`src/rtl/bridge_ctl_pkg.sv`:
```
package bridge_ctl_pkg;
  localparam int NUM_REGS     = 28;
  localparam int IDX_PWRON    = 0;
  localparam int IDX_GENCFG   = 1;
  localparam int IDX_IODEV    = 2;
  localparam int IDX_SDRAM    = 3;
  localparam int IDX_ADDRMAP  = 4;
  localparam int IDX_GPIO_DAT = 7;
  localparam int IDX_GPIO_OE  = 8;
  localparam int IDX_EN_SET   = 12;
  localparam int IDX_EN_CLR   = 13;
  localparam int IDX_EN       = 14;
  localparam int IDX_STATUS   = 15;
  localparam int IDX_DQ       = 26;
  localparam int IDX_MEMSZ    = 27;
  localparam int SELF_RST_BIT = 2;

  function automatic logic [31:0] reset_value(input int idx);
    case (idx)
      IDX_PWRON:    return 32'h0000_0C40;
      IDX_GENCFG:   return 32'h0000_1384;
      IDX_IODEV:    return 32'h2BFF_8010;
      IDX_SDRAM:    return 32'h255E_0091;
      IDX_ADDRMAP:  return 32'h0000_6140;
      IDX_GPIO_DAT: return 32'h0000_01FF;
      IDX_GPIO_OE:  return 32'h0000_01FF;
      IDX_DQ:       return 32'h0000_0008;
      IDX_MEMSZ:    return 32'h1000_0000;
      default:      return 32'h0;
    endcase
  endfunction

  function automatic bit is_plain(input int idx);
    return (idx != IDX_EN) && (idx != IDX_STATUS);
  endfunction
endpackage

```
`src/rtl/ctl_plain_bank.sv`:
```
module ctl_plain_bank
  import bridge_ctl_pkg::*;
#(
  parameter int DATA_W = 32,
  parameter int N      = NUM_REGS
) (
  input  logic              clk,
  input  logic              rst_n,
  input  logic [N-1:0]      wr_sel,
  input  logic [DATA_W-1:0] wr_data,
  output logic [DATA_W-1:0] q [N]
);
  for (genvar i = 0; i < N; i++) begin : g_word
    if (is_plain(i)) begin : g_rw
      always_ff @(posedge clk or negedge rst_n) begin
        if (!rst_n)         q[i] <= DATA_W'(reset_value(i));
        else if (wr_sel[i]) q[i] <= wr_data;
      end
    end else begin : g_ro
      assign q[i] = '0;
    end
  end
endmodule

```
`src/rtl/ctl_irq_enable.sv`:
```
module ctl_irq_enable #(
  parameter int DATA_W = 32
) (
  input  logic              clk,
  input  logic              rst_n,
  input  logic              set_we,
  input  logic              clr_we,
  input  logic [DATA_W-1:0] wr_data,
  output logic [DATA_W-1:0] en
);
  always_ff @(posedge clk or negedge rst_n) begin
    if (!rst_n)      en <= '0;
    else if (set_we) en <= en | wr_data;
    else if (clr_we) en <= en & ~wr_data;
  end

  assert_set_or_R3: assert property (@(posedge clk) disable iff (!rst_n)
    set_we |=> ((en & $past(wr_data)) == $past(wr_data)));
  assert_clr_and_R4: assert property (@(posedge clk) disable iff (!rst_n)
    clr_we |=> ((en & $past(wr_data)) == '0));
  assert_en_hold_R5: assert property (@(posedge clk) disable iff (!rst_n)
    (!set_we && !clr_we) |=> $stable(en));
endmodule

```
`src/rtl/ctl_reset_pulse.sv`:
```
module ctl_reset_pulse (
  input  logic clk,
  input  logic rst_n,
  input  logic cfg_we,
  input  logic old_bit,
  input  logic new_bit,
  output logic req
);
  always_ff @(posedge clk or negedge rst_n) begin
    if (!rst_n) req <= 1'b0;
    else        req <= cfg_we && !old_bit && new_bit;
  end

  assert_one_cycle_R6: assert property (@(posedge clk) disable iff (!rst_n)
    req |=> !req);
  assert_after_cfg_write_R6: assert property (@(posedge clk) disable iff (!rst_n)
    $rose(req) |-> $past(cfg_we));
endmodule

```
`src/rtl/bridge_ctl_regs.sv`:
```
module bridge_ctl_regs
  import bridge_ctl_pkg::*;
#(
  parameter int DATA_W = 32,
  parameter int ADDR_W = 7
) (
  input  logic              clk,
  input  logic              rst_n,
  input  logic [ADDR_W-1:0] addr,
  input  logic              wr_en,
  input  logic [DATA_W-1:0] wr_data,
  input  logic              rd_en,
  output logic [DATA_W-1:0] rd_data,
  output logic              reset_req
);
  localparam int IDX_W = ADDR_W - 2;

  logic [IDX_W-1:0]  idx;
  logic [1:0]        unused_lsb;
  logic [NUM_REGS-1:0] wr_sel;
  logic [DATA_W-1:0] bank_q [NUM_REGS];
  logic [DATA_W-1:0] en_q;

  assign idx        = addr[ADDR_W-1:2];
  assign unused_lsb = addr[1:0];

  for (genvar i = 0; i < NUM_REGS; i++) begin : g_dec
    assign wr_sel[i] = wr_en && (idx == IDX_W'(i));
  end

  ctl_plain_bank #(.DATA_W(DATA_W), .N(NUM_REGS)) u_bank (
    .clk(clk), .rst_n(rst_n), .wr_sel(wr_sel), .wr_data(wr_data), .q(bank_q)
  );

  ctl_irq_enable #(.DATA_W(DATA_W)) u_en (
    .clk(clk), .rst_n(rst_n),
    .set_we(wr_sel[IDX_EN_SET]), .clr_we(wr_sel[IDX_EN_CLR]),
    .wr_data(wr_data), .en(en_q)
  );

  ctl_reset_pulse u_rst (
    .clk(clk), .rst_n(rst_n),
    .cfg_we(wr_sel[IDX_GENCFG]),
    .old_bit(bank_q[IDX_GENCFG][SELF_RST_BIT]),
    .new_bit(wr_data[SELF_RST_BIT]),
    .req(reset_req)
  );

  always_comb begin
    rd_data = '0;
    if (rd_en && (int'(idx) < NUM_REGS)) begin
      if (int'(idx) == IDX_EN) rd_data = en_q;
      else                     rd_data = bank_q[idx];
    end
  end
endmodule

```
`config.mk`:
```
export PLATFORM = sky130hd
export DESIGN_NAME = bridge_ctl_regs
export DESIGN_NICKNAME = d
export VERILOG_FILES = /design/src/rtl/bridge_ctl_pkg.sv /design/src/rtl/ctl_plain_bank.sv /design/src/rtl/ctl_irq_enable.sv /design/src/rtl/ctl_reset_pulse.sv /design/src/rtl/bridge_ctl_regs.sv
export SDC_FILE = /design/constraint.sdc
export NUM_CORES = 1
export LEC_CHECK = 0
export BUFFER_PORTS_ARGS = -buffer_cell sky130_fd_sc_hd__buf_2
export CELL_PAD_IN_SITES_DETAIL_PLACEMENT = 0
export CELL_PAD_IN_SITES_GLOBAL_PLACEMENT = 1
export CORE_MARGIN = 8
export CORE_UTILIZATION = 40
export DETAILED_ROUTE_END_ITERATION = 10
export PLACE_DENSITY = 0.72
export SYNTH_ARGS = -nofsm -noshare
export SYNTH_HDL_FRONTEND = slang
export SYNTH_HIERARCHICAL = 1
export SYNTH_SLANG_ARGS = --single-unit
```
`constraint.sdc`:
```
create_clock -name clk -period 2.2 [get_ports clk]
set_input_delay 0.11 -clock clk [delete_from_list [all_inputs] [get_ports clk]]
set_output_delay 0.11 -clock clk [all_outputs]
set_load 0.02 [all_outputs]
```
==> results.json <==
{
  "post_synth_instance_area_um2": 41770,
  "clock_latency_ns": 0.67,
  "drive_above_1_share_pct": 58.01,
  "min_period_ns": 2.560,
  "htree_levels": 3,
  "hold_viol_final": 0,
  "crit_required_ns": 2.09,
  "setup_ws_ns": -0.3596,
  "cts_sinks": 865,
  "yosys_warnings": 6,
  "finalCritPeriodShare_pct": 116.3,
  "num_vias": 23259,
  "cap_violations": 0,
  "final_antenna_net_count": 0,
  "antenna_found_initial": 3,
  "clk_pin_slew_ns": 0.07,
  "ioPinCount": 76,
  "grt_max_degree": 117,
  "core_area_um2": 103500,
  "grt_pass1_wl_um": 167400,
  "first_pass_iters": 5,
  "rsz0062_at_grt": "true",
  "wirelength_um": 109200,
  "fmax_ghz": 0.3907,
  "fp.dieH_um": 339.2,
  "p_leak_uw": 0.02098,
  "finClkSkew_ns": 0.001003,
  "tightest_slew_ns": 0.6366,
  "viasPerCell": 5.590,
  "crit_arrival_ns": 2.45,
  "final_util_pct": 46.80,
  "hold_path_class": "in -> async",
  "vdd_ir_drop_max_uv": 601.2,
  "cts_buffers": 93,
  "slew_headroom_pct": 57.42,
  "avgSynthCellArea_um2": 16.14,
  "outcome": "finished, violations left",
  "grt_use_total_pct": 18.78,
  "cts_tree": "done",
  "cp_max_fo": 2,
  "synthToLayoutAreaGrowth_pct": 15.95,
  "critPathCaptureType": "output pin",
  "powerDensity_nw_per_um2": 932.5,
  "setup_viol": 32,
  "drv_slew": 0,
  "violations": "setup timing",
  "cts_max_path_buffers": 3,
  "overflow": 0,
  "startpoint_type": "flop",
  "fp.dieArea_um2": 115000,
  "layout.nets": 2742,
  "wl_per_cell_um": 26.24,
  "detailed_place_hpwl_um": 65090,
  "netlist_instances": 2588,
  "drc": 0,
  "rows": 118,
  "gp_congestion": 0.7963,
  "place_ws_ns": -0.1685,
  "portBuffers": 73,
  "grt_pass1_vias": 25795,
  "crit_type": "reg -> out",
  "first_iter_violations": 1496,
  "root_buffer": "clkbuf_16",
  "die_w_um": 339.2,
  "start_util_pct": 40.36
}
## worst max-delay path, stage by stage, from the launching register on
cell and delay [ns]:
dfrtp_1 0.38, mux4_2 0.49, a2111oi_4 0.39, o21ai_1 0.12
a32o_2 0.27, buf_6 0.13
## state kept, by name (all words and copies together), names as in the netlist, named ones only
signal	count
u_bank/q	832
u_rst/req	1
## where the power goes
group          internal (uW)  switching, uW  leakage, uW
logic                   4860           2920      0.00843
registers              19200           1600       0.0109
clock network          10100           6570      0.00162
## final timing paths
path,startpoint,to,slack (ns),depth (start not counted)
max,u_bank/q[453],rd_data[5],-0.36,5
max in group asynchronous,rst_n,u_bank/q[2],1.06,3
max reg2reg,u_bank/q[524],u_bank/q[524],1.18,3
min,rst_n,u_bank/q[65],0.12,3
min in group clk,addr[3],u_bank/q[248],0.26,4
min reg2reg,flop,flop,0.50,1
## stage by stage
| stage | hold WS, ns | std cells | TNS (ns) | power [uW] | area, um^2 |
|---|---|---|---|---|---|
| after floorplan | -0.1856 | 2651 | 0 | 26120 | 42010 |
| after global routing | 0.1162 | 4159 | -6.343 | 47150 | 48430 |
| final | 0.1161 | 4161 | -3.650 | 45160 | 48430 |
| after global placement | -0.01215 | 3934 | -0.3057 | 27780 | 43990 |
| after CTS | 0.07609 | 4148 | -5.472 | 45520 | 48270 |
| after detailed placement | -0.01299 | 3934 | -0.3401 | 28360 | 43990 |
## final cells by class
| type | count | area (um^2) |
|---|---|---|
| tap | 1380 | 1727 |
| multi-input combinational | 1457 | 18610 |
| clock inverter | 38 | 514.2 |
| timing repair buffer | 280 | 3080 |
| antenna | 2 | 5.005 |
| clock buffer | 137 | 2776 |
| fill | 8657 | 55060 |
| inverter | 2 | 7.507 |
| sequential | 865 | 21720 |
## cell usage in the layout (no fill, tap or decap), types with 4 or more instances in the layout
cell and count:
buf_4 115, a32oi_1 13, bufinv_16 11, buf_6 20
nand2_1 45, o221ai_4 6, o221ai_2 20, mux2i_1 82
clkbuf_8 22, clkinv_2 19, a32oi_2 11, clkbuf_16 96
dfrtp_1 808, nor2_4 24, o22a_1 26, buf_12 71
o211ai_1 6, clkbuf_1 19, a2111oi_4 4, a22o_1 32
mux2_2 648, buf_2 37, nor3_1 4, conb_1 64
mux4_2 219, dfstp_2 57, dlygate4sd3_1 34, mux2_4 184
mux2i_2 18, nor2_1 7
## metal layers
metal | wire [um] | GRT usage (%)
met1 | 48240 | 25.55
met2 | 51350 | 29.80
met3 | 5702 | 3.583
met4 | 3896 | 7.247
met5 | 0 | 0
## repair_timing
action	4_1_cts	5_1_grt
setup buffers	10	11
endpoints found under the setup margin	32	32
gates cloned	0	0
resized for setup	126	14
hold endpoints to repair	757	0
pin swaps	31	7
hold buffers	34	0
No activity file was read; power rests on OpenSTA's default activity.
